==> src/rtl/owsd_pkg.sv <==
package owsd_pkg;

    // Effective filter length: a zero setting behaves as one cycle.
    function automatic int unsigned eff_len(input int unsigned setting);
        return (setting == 0) ? 1 : setting;
    endfunction

endpackage

==> src/rtl/owsd_sync.sv <==
module owsd_sync #(
    parameter int unsigned WIDTH  = 2,
    parameter int unsigned STAGES = 2,
    parameter logic        RST_V  = 1'b1
) (
    input  logic             clk,
    input  logic             rst_n,
    input  logic [WIDTH-1:0] async_i,
    output logic [WIDTH-1:0] sync_o
);
    logic [WIDTH-1:0] stage_q [STAGES];

    for (genvar s = 0; s < STAGES; s++) begin : g_stage
        always_ff @(posedge clk or negedge rst_n) begin
            if (!rst_n) begin
                stage_q[s] <= {WIDTH{RST_V}};
            end else if (s == 0) begin
                stage_q[s] <= async_i;
            end else begin
                stage_q[s] <= stage_q[(s == 0) ? 0 : s-1];
            end
        end
    end

    assign sync_o = stage_q[STAGES-1];
endmodule

==> src/rtl/owsd_core.sv <==
module owsd_core #(
    parameter int unsigned FILT_W = 6,
    parameter int unsigned HOLD_W = 8
) (
    input  logic              clk,
    input  logic              rst_n,
    input  logic              hi_i,
    input  logic              lo_i,
    input  logic [FILT_W-1:0] filt_len_i,
    input  logic [HOLD_W-1:0] holdoff_i,
    output logic              level_o,
    output logic              pulse_o,
    output logic              hold_busy_o
);
    localparam int unsigned CW = FILT_W + 1;

    typedef struct packed {
        logic              level;
        logic              pulse;
        logic [FILT_W-1:0] run;
        logic [HOLD_W-1:0] hold;
    } core_st_t;

    core_st_t st_d, st_q;
    logic [CW-1:0] need;
    logic [CW-1:0] run_nx;

    always_comb begin
        need   = CW'(owsd_pkg::eff_len(int'(filt_len_i)));
        run_nx = {1'b0, st_q.run} + CW'(1);
        st_d       = st_q;
        st_d.pulse = 1'b0;
        if (st_q.hold != '0) begin
            st_d.hold = st_q.hold - HOLD_W'(1);
        end
        if (st_q.level) begin
            if (!lo_i && (st_q.hold == '0)) begin
                if (run_nx >= need) begin
                    st_d.level = 1'b0;
                    st_d.pulse = 1'b1;
                    st_d.run   = '0;
                end else begin
                    st_d.run = run_nx[FILT_W-1:0];
                end
            end else begin
                st_d.run = '0;
            end
        end else begin
            st_d.run = '0;
            if (hi_i) begin
                st_d.level = 1'b1;
                st_d.hold  = holdoff_i;
            end
        end
    end

    always_ff @(posedge clk or negedge rst_n) begin
        if (!rst_n) begin
            st_q <= '{level: 1'b1, pulse: 1'b0, run: '0, hold: '0};
        end else begin
            st_q <= st_d;
        end
    end

    assign level_o     = st_q.level;
    assign pulse_o     = st_q.pulse;
    assign hold_busy_o = (st_q.hold != '0);
endmodule

==> src/rtl/owire_slot_detect.sv <==
module owire_slot_detect #(
    parameter int unsigned FILT_W = 6,
    parameter int unsigned HOLD_W = 8
) (
    input  logic              clk,
    input  logic              rst_n,
    input  logic              cmp_hi_i,
    input  logic              cmp_lo_i,
    input  logic [FILT_W-1:0] filt_len_i,
    input  logic [HOLD_W-1:0] holdoff_i,
    output logic              slot_start_o,
    output logic              line_o
);
    logic [1:0] cmp_s;
    logic       hi_s;
    logic       lo_s;
    logic       hold_busy;

    owsd_sync #(.WIDTH(2), .STAGES(2), .RST_V(1'b1)) sync_i (
        .clk     (clk),
        .rst_n   (rst_n),
        .async_i ({cmp_hi_i, cmp_lo_i}),
        .sync_o  (cmp_s)
    );

    assign hi_s = cmp_s[1];
    assign lo_s = cmp_s[0];

    owsd_core #(.FILT_W(FILT_W), .HOLD_W(HOLD_W)) core_i (
        .clk         (clk),
        .rst_n       (rst_n),
        .hi_i        (hi_s),
        .lo_i        (lo_s),
        .filt_len_i  (filt_len_i),
        .holdoff_i   (holdoff_i),
        .level_o     (line_o),
        .pulse_o     (slot_start_o),
        .hold_busy_o (hold_busy)
    );
endmodule

==> config.mk <==
export PLATFORM = sky130hd
export DESIGN_NAME = owire_slot_detect
export DESIGN_NICKNAME = d
export VERILOG_FILES = /design/src/rtl/owsd_pkg.sv /design/src/rtl/owsd_sync.sv /design/src/rtl/owsd_core.sv /design/src/rtl/owire_slot_detect.sv
export SDC_FILE = /design/constraint.sdc
export NUM_CORES = 1
export LEC_CHECK = 0
export ABC_AREA = 1
export BUFFER_PORTS_ARGS = -buffer_cell sky130_fd_sc_hd__buf_4
export CORE_MARGIN = 1
export CORE_UTILIZATION = 45
export DETAILED_ROUTE_END_ITERATION = 7
export PLACE_DENSITY = 0.66
export REMOVE_ABC_BUFFERS = 1
export SLEW_MARGIN = 15
export SYNTH_ARGS = -nofsm -noshare
export SYNTH_HDL_FRONTEND = slang
export SYNTH_SLANG_ARGS = --single-unit
==> constraint.sdc <==
create_clock -name clk -period 3.8 [get_ports clk]
set_input_delay 0.19 -clock clk [delete_from_list [all_inputs] [get_ports clk]]
set_output_delay 0.19 -clock clk [all_outputs]
set_load 0.05 [all_outputs]
## After elaboration in Yosys (flattened, before gate mapping)

Index checks and enable logic that the tools add are counted.

| word-level totals | value |
|---|---|
| input port bits | 18 |
| latch bits | 0 |
| memory bits (writable) | 0 |
| output and inout bits | 2 |
| word-level logic and storage cells | 26 |
| memory bits (read-only) | 0 |
| register bits after elaboration | 20 |
| memories kept | 0 |

| operators by class | value |
|---|---|
| muxes and demuxes | 12 |
| reductions and logical operators | 5 |
| bitwise gates (word level) | 0 |
| divide/modulo/power cells | 0 |
| multiply operators | 0 |
| add/sub/neg operators | 2 |
| equality and inequality tests | 0 |
| shift-type cells | 0 |
| $lt $le $gt $ge | 1 |

Operators with widths:

| cell | count |
|---|---|
| two-way mux 6 bit | 4 |
| two-way mux 8 bit | 3 |
| logical NOT 8 bit | 1 |
| nonzero test 8 bit | 1 |
| subtractor 8 x 1 -> 8 bit, second input constant | 1 |
| adder 6 x 1 -> 7 bit, second input constant | 1 |
| greater-or-equal comparator 7 bit | 1 |
| logical NOT 6 bit | 1 |
| two-way mux 2 bit | 2 |
| two-way mux 1 bit | 3 |
| logical AND 1 bit | 1 |
| logical NOT 1 bit | 1 |

## Longest topological paths before layout

| depth | value |
|---|---|
| depth after elaboration | 6 |
| depth in mapped cells | 12 |
| gate-level depth less buffers | 12 |

## Modules after synthesis

Synthesis repeated with hierarchy kept, for this count alone.

| unflattened totals | value |
|---|---|
| cells, all modules | 128 |
| area, all modules | 1,149.9 um2 |

By module, submodules not included:

| module | cells each | seq. area each (um2) | times used | area each (um2) |
|---|---|---|---|---|
| owsd_core | 122 | 401.6 | 1 | 1,029.7 |
| owsd_sync | 6 | 105.1 | 1 | 120.1 |

## Worst setup path after synthesis

No wires, ideal clock.

| timing path | value |
|---|---|
| path type | reg2reg |
| from | register core_i.st_q[8] in the netlist's numbering |
| to | register core_i.st_q (netlist bit core_i.level_o) |
| setup time | 0.073 ns |
| required time | 3.727 ns |
| data arrival time | 1.699 ns |
| clock period less this slack | 1.772 ns |
| buffers on the path | 0 |
| setup slack | 2.028 ns |
| stages on the path, launching flop included | 11 |
| cells stage by stage | dfrtp_1 > ha_1 > nand3_1 > xor2_1 > inv_1 > ha_1 > a21oi_1 > nand2_1 > nand2_1 > nand2_1 > a21oi_1 |

RTL lines:

| what | RTL line | text |
|---|---|---|
| start, declared | owsd_core.sv:24 | `core_st_t st_d, st_q;` |
| start signal, assigned | owsd_core.sv:59 | `st_q <= '{level: 1'b1, pulse: 1'b0, run: '0, hold: '0};` |
| start signal, assigned | owsd_core.sv:61 | `st_q <= st_d;` |

==> impl_metrics.csv <==
group,metric,value,unit
setup_path,critical_path_class,"flop to flop",
setup_path,critical_path.slowest_cell,"sky130_fd_sc_hd__dfrtp_1",
floorplanning,dieWidth,52.0,um
synthesis,synth_compound_gate_area_share,7.80,%
layout,multi_input_comb_area,549,um2
detailed_routing,drt-vias-per-instance,4.96,
worst_hold_path,hold_path.class,"primary input to flop",
layout,nNetsFinal,180,
detailed_routing,avgRoutedWirePerCell,12.1,um
power,power.leakage,0.695,nW
detailed_routing,vias,893,
clocking,cts.reportedPaths.clkPinSlew,0.11,ns
synthesis,synth_top_family_by_area,"simple AND/OR/NAND/NOR gates",
synthesis,synth_top_area_cell,"sky130_fd_sc_hd__dfrtp_1",
sta,hold_slack,0.116,ns
clocking,worst_skew_pair.late_latency,0.30,ns
sta,layout_worst_path_cycle_share,53.3,%
synthesis,fraction_of_synthesized_cell_area_taken_by_the_top_area_cell_type,33.4,%
power,worst_ir_drop_vdd,279,uV
synthesis,post_synth_main_area_contributors,"sky130_fd_sc_hd__dfrtp_1 (33%), sky130_fd_sc_hd__dfstp_2 (12%), sky130_fd_sc_hd__ha_1 (10%), sky130_fd_sc_hd__nand2_1 (6.3%), sky130_fd_sc_hd__xor2_1 (6.2%)",
synthesis,synthesis.yosys.warnings,0,
floorplanning,fp-row-count,17,
floorplanning,start_util,49.4,%
detailed_routing,routed_wl,2.17,mm
setup_path,critPathMaxFanout,7,
synthesis,syn-mean-instance-area,8.85,um2
synthesis,netlist_area,0.00112,mm2
sta,relSlewSlack,82.8,%
sta,period_needed,2.02,ns
layout,seq_area,507,um2
clocking,cts-root-to-sink-buffers,2,
detailed_routing,drt_pre_antenna_iters,4,
global_routing,number_of_global_route_vias_before_repair,873,
clocking,tritoncts.num_buffers,3,
layout,area_growth_from_synthesis_to_layout,22.8,%
layout,postLayoutCellArea,0.00138,mm2
layout,num-fill-cells,205,
floorplanning,die_height,52.0,um
clocking,clock-root-buffer,"sky130_fd_sc_hd__clkbuf_4",
clocking,cts.sink_count,20,
floorplanning,coreArea,0.00228,mm2
sta,grt_setup_unrepaired,"false",
synthesis,postSynthCellCount,127,
sta,final-hold-violation-count,0,
setup_path,crit_arrival,2.26,ns
global_routing,antenna_violations_before_repair,0,
sta,finalSetupViolations,0,
placement,dp_worst_setup_slack,1.79,ns
global_routing,grt_util_all_layers,18.5,%
job,maxCapViolCount,0,
synthesis,number_of_storage_elements_in_the_synthesis_netlist,20,
detailed_routing,postRouteAntennaNets,0,
sta,setup_slack,1.78,ns
layout,n_antenna_cell,0,
sta,setup_tns,0,ns
synthesis,yosys.area_share.simple,23.3,%
power,power_density,439,mW/mm2
synthesis,synth-seq-area-share,45.1,%
sta,achievable-frequency,494,MHz
setup_path,path_common_cell,"sky130_fd_sc_hd__nand2_1",
sta,worst-slew-pin-transition,0.257,ns
setup_path,timing.critical_path.required,4.04,ns
synthesis,synth.area.mux_share,0,%
synthesis,synth_xor_xnor_area_share,7.80,%
setup_path,endpoint_kind_of_the_worst_setup_timing_path,"flop",
synthesis,post_synth_fa_ha_maj_area_fraction,10.0,%
setup_path,worstPathCellList,"ha_1 -> nand3_1 -> xor2_1 -> inv_1 -> ha_1 -> a21oi_1 -> nand2_1 -> nand2_1 -> nand2_1 -> a21oi_1",
global_routing,grt_start_max_net_pins,21,
setup_path,critical_path.max_stage_delay,0.42,ns
sta,maxSlewViolCount,0,
layout,final_cell_count_no_fill,180,
sta,fin_worst_skew,0.00338,ns
placement,gpl.final_weighted_congestion,0.771,
placement,buffers_added_on_ports,19,
clocking,cts_tree,"built",
placement,postPlaceCellArea,0.00130,mm2
setup_path,worst_setup_path_start_kind,"flop",
outcome,outcome,"finished, final reports clean",
detailed_routing,detailedRoute.firstIterationViolations,7,
clocking,cts_resized,0,
floorplanning,floorplan.die_area,0.00270,mm2
synthesis,yosysUniqueCellTypes,24,
clocking,clock_tree.htree_level_count,1,
detailed_routing,drc,0,
floorplanning,io_pins,20,
global_routing,grt-ovfl-total,0,
global_routing,first_pass_grt_wire_length,3.61,mm
placement,dp_cells,173,
placement,detailed_place_hpwl,1.67,mm
layout,post_route_cells_drive_above_1_share,24.3,%
## worst paths after layout
path | to | startpoint | cells past startpoint | slack [ns]
worst min-delay path | core_i.st_q[3] | holdoff_i[3] | 3 | 0.12
max in group asynchronous | core_i.level_o | rst_n | 2 | 3.25
worst min register to register | sync_i.sync_o[0] | sync_i.stage_q[2] | 0 | 0.36
worst max-delay path | core_i.level_o | core_i.st_q[8] | 10 | 1.78
min in group asynchronous | core_i.st_q[6] | rst_n | 2 | 0.28
worst max register to register | core_i.level_o | core_i.st_q[8] | 10 | 1.78
## cells in the final DEF, fill, tap and decap left out, types with 2 or more instances in the layout
cell type                       instances
sky130_fd_sc_hd__a21oi_1                8
sky130_fd_sc_hd__buf_4                 19
sky130_fd_sc_hd__clkbuf_4               3
sky130_fd_sc_hd__dfrtp_1               15
sky130_fd_sc_hd__dfstp_2                5
sky130_fd_sc_hd__dlygate4sd3_1          3
sky130_fd_sc_hd__ha_1                   9
sky130_fd_sc_hd__inv_1                 14
sky130_fd_sc_hd__inv_2                  3
sky130_fd_sc_hd__nand2_1               19
sky130_fd_sc_hd__nand3_1                9
sky130_fd_sc_hd__nand4_1                2
sky130_fd_sc_hd__nor2_1                16
sky130_fd_sc_hd__nor2_4                 2
sky130_fd_sc_hd__o21ai_0                4
sky130_fd_sc_hd__o21ai_1                2
sky130_fd_sc_hd__xnor2_1                2
sky130_fd_sc_hd__xor2_1                 8
## cell families after synthesis
kind of cell,after synthesis
AOI/OAI and AO/OA,16
xor gates and xnor gates,10
adders and majority gates,9
buffers and inverters,18
DFF,20
and+or+nand+nor,54
## where the power goes
| part | internal (mW) | switching [mW] |
|---|---|---|
| registers | 0.252 | 0.0355 |
| clock network | 0.107 | 0.0651 |
| logic | 0.0648 | 0.0812 |
| total | 0.423 | 0.182 |
## metal layers
metal  share of wire (%)  track usage (%)  routed length (um)
met1                  47             22.9                1020
met2                  49             31.4                1070
met3                 3.4             6.14                  74
met4                0.37             2.70                   8
met5                   0                0                   0
## state kept, by name, indices dropped and copies added, names as in the netlist
name and count:
sync_i.stage_q 2, core_i.pulse_o 1, sync_i.sync_o 2, core_i.level_o 1, core_i.st_q 14
## synth_stat cells (all sizes together)
| library cell | instances |
|---|---|
| a21oi | 8 |
| a31o | 1 |
| clkbuf | 1 |
| dfrtp | 15 |
| dfstp | 5 |
| ha | 9 |
| inv | 17 |
| nand2 | 20 |
| nand3 | 10 |
| nand3b | 1 |
| nand4 | 2 |
| nor2 | 18 |
| nor3 | 1 |
| nor3b | 1 |
| o21ai | 7 |
| or2 | 1 |
| xnor2 | 2 |
| xor2 | 8 |
## layout make-up
class | instances | area share [%]
inverters | 17 | 4.62
multi-input cells | 89 | 39.8
clock buffers | 3 | 1.63
well taps | 28 | 2.54
flip-flops and latches | 20 | 36.7
clock inverters | 1 | 2.18
repair buffers | 22 | 12.5
## per-stage QoR
step                      total power [mW]  utilization (%)
after floorplan                      0.390                -
after global placement               0.428             57.0
after detailed placement             0.434             57.0
after CTS                            0.609             60.6
after global routing                 0.646             60.6
final                                0.605             60.6
## worst max-delay path, delay by kind of cell (launching register included)
kind / cells / cell delay (ns)
fa+ha+maj: 2 / 0.55
simple gates: 4 / 0.43
flops: 1 / 0.42
compound gates: 2 / 0.31
xor+xnor: 1 / 0.17
buf+inv: 1 / 0.09
## timing repair
action                                 CTS  global route
buffers inserted                         0             0
endpoints found under the hold margin   22             0
hold buffers                             3             0
Power figures use the tool's default switching activity.
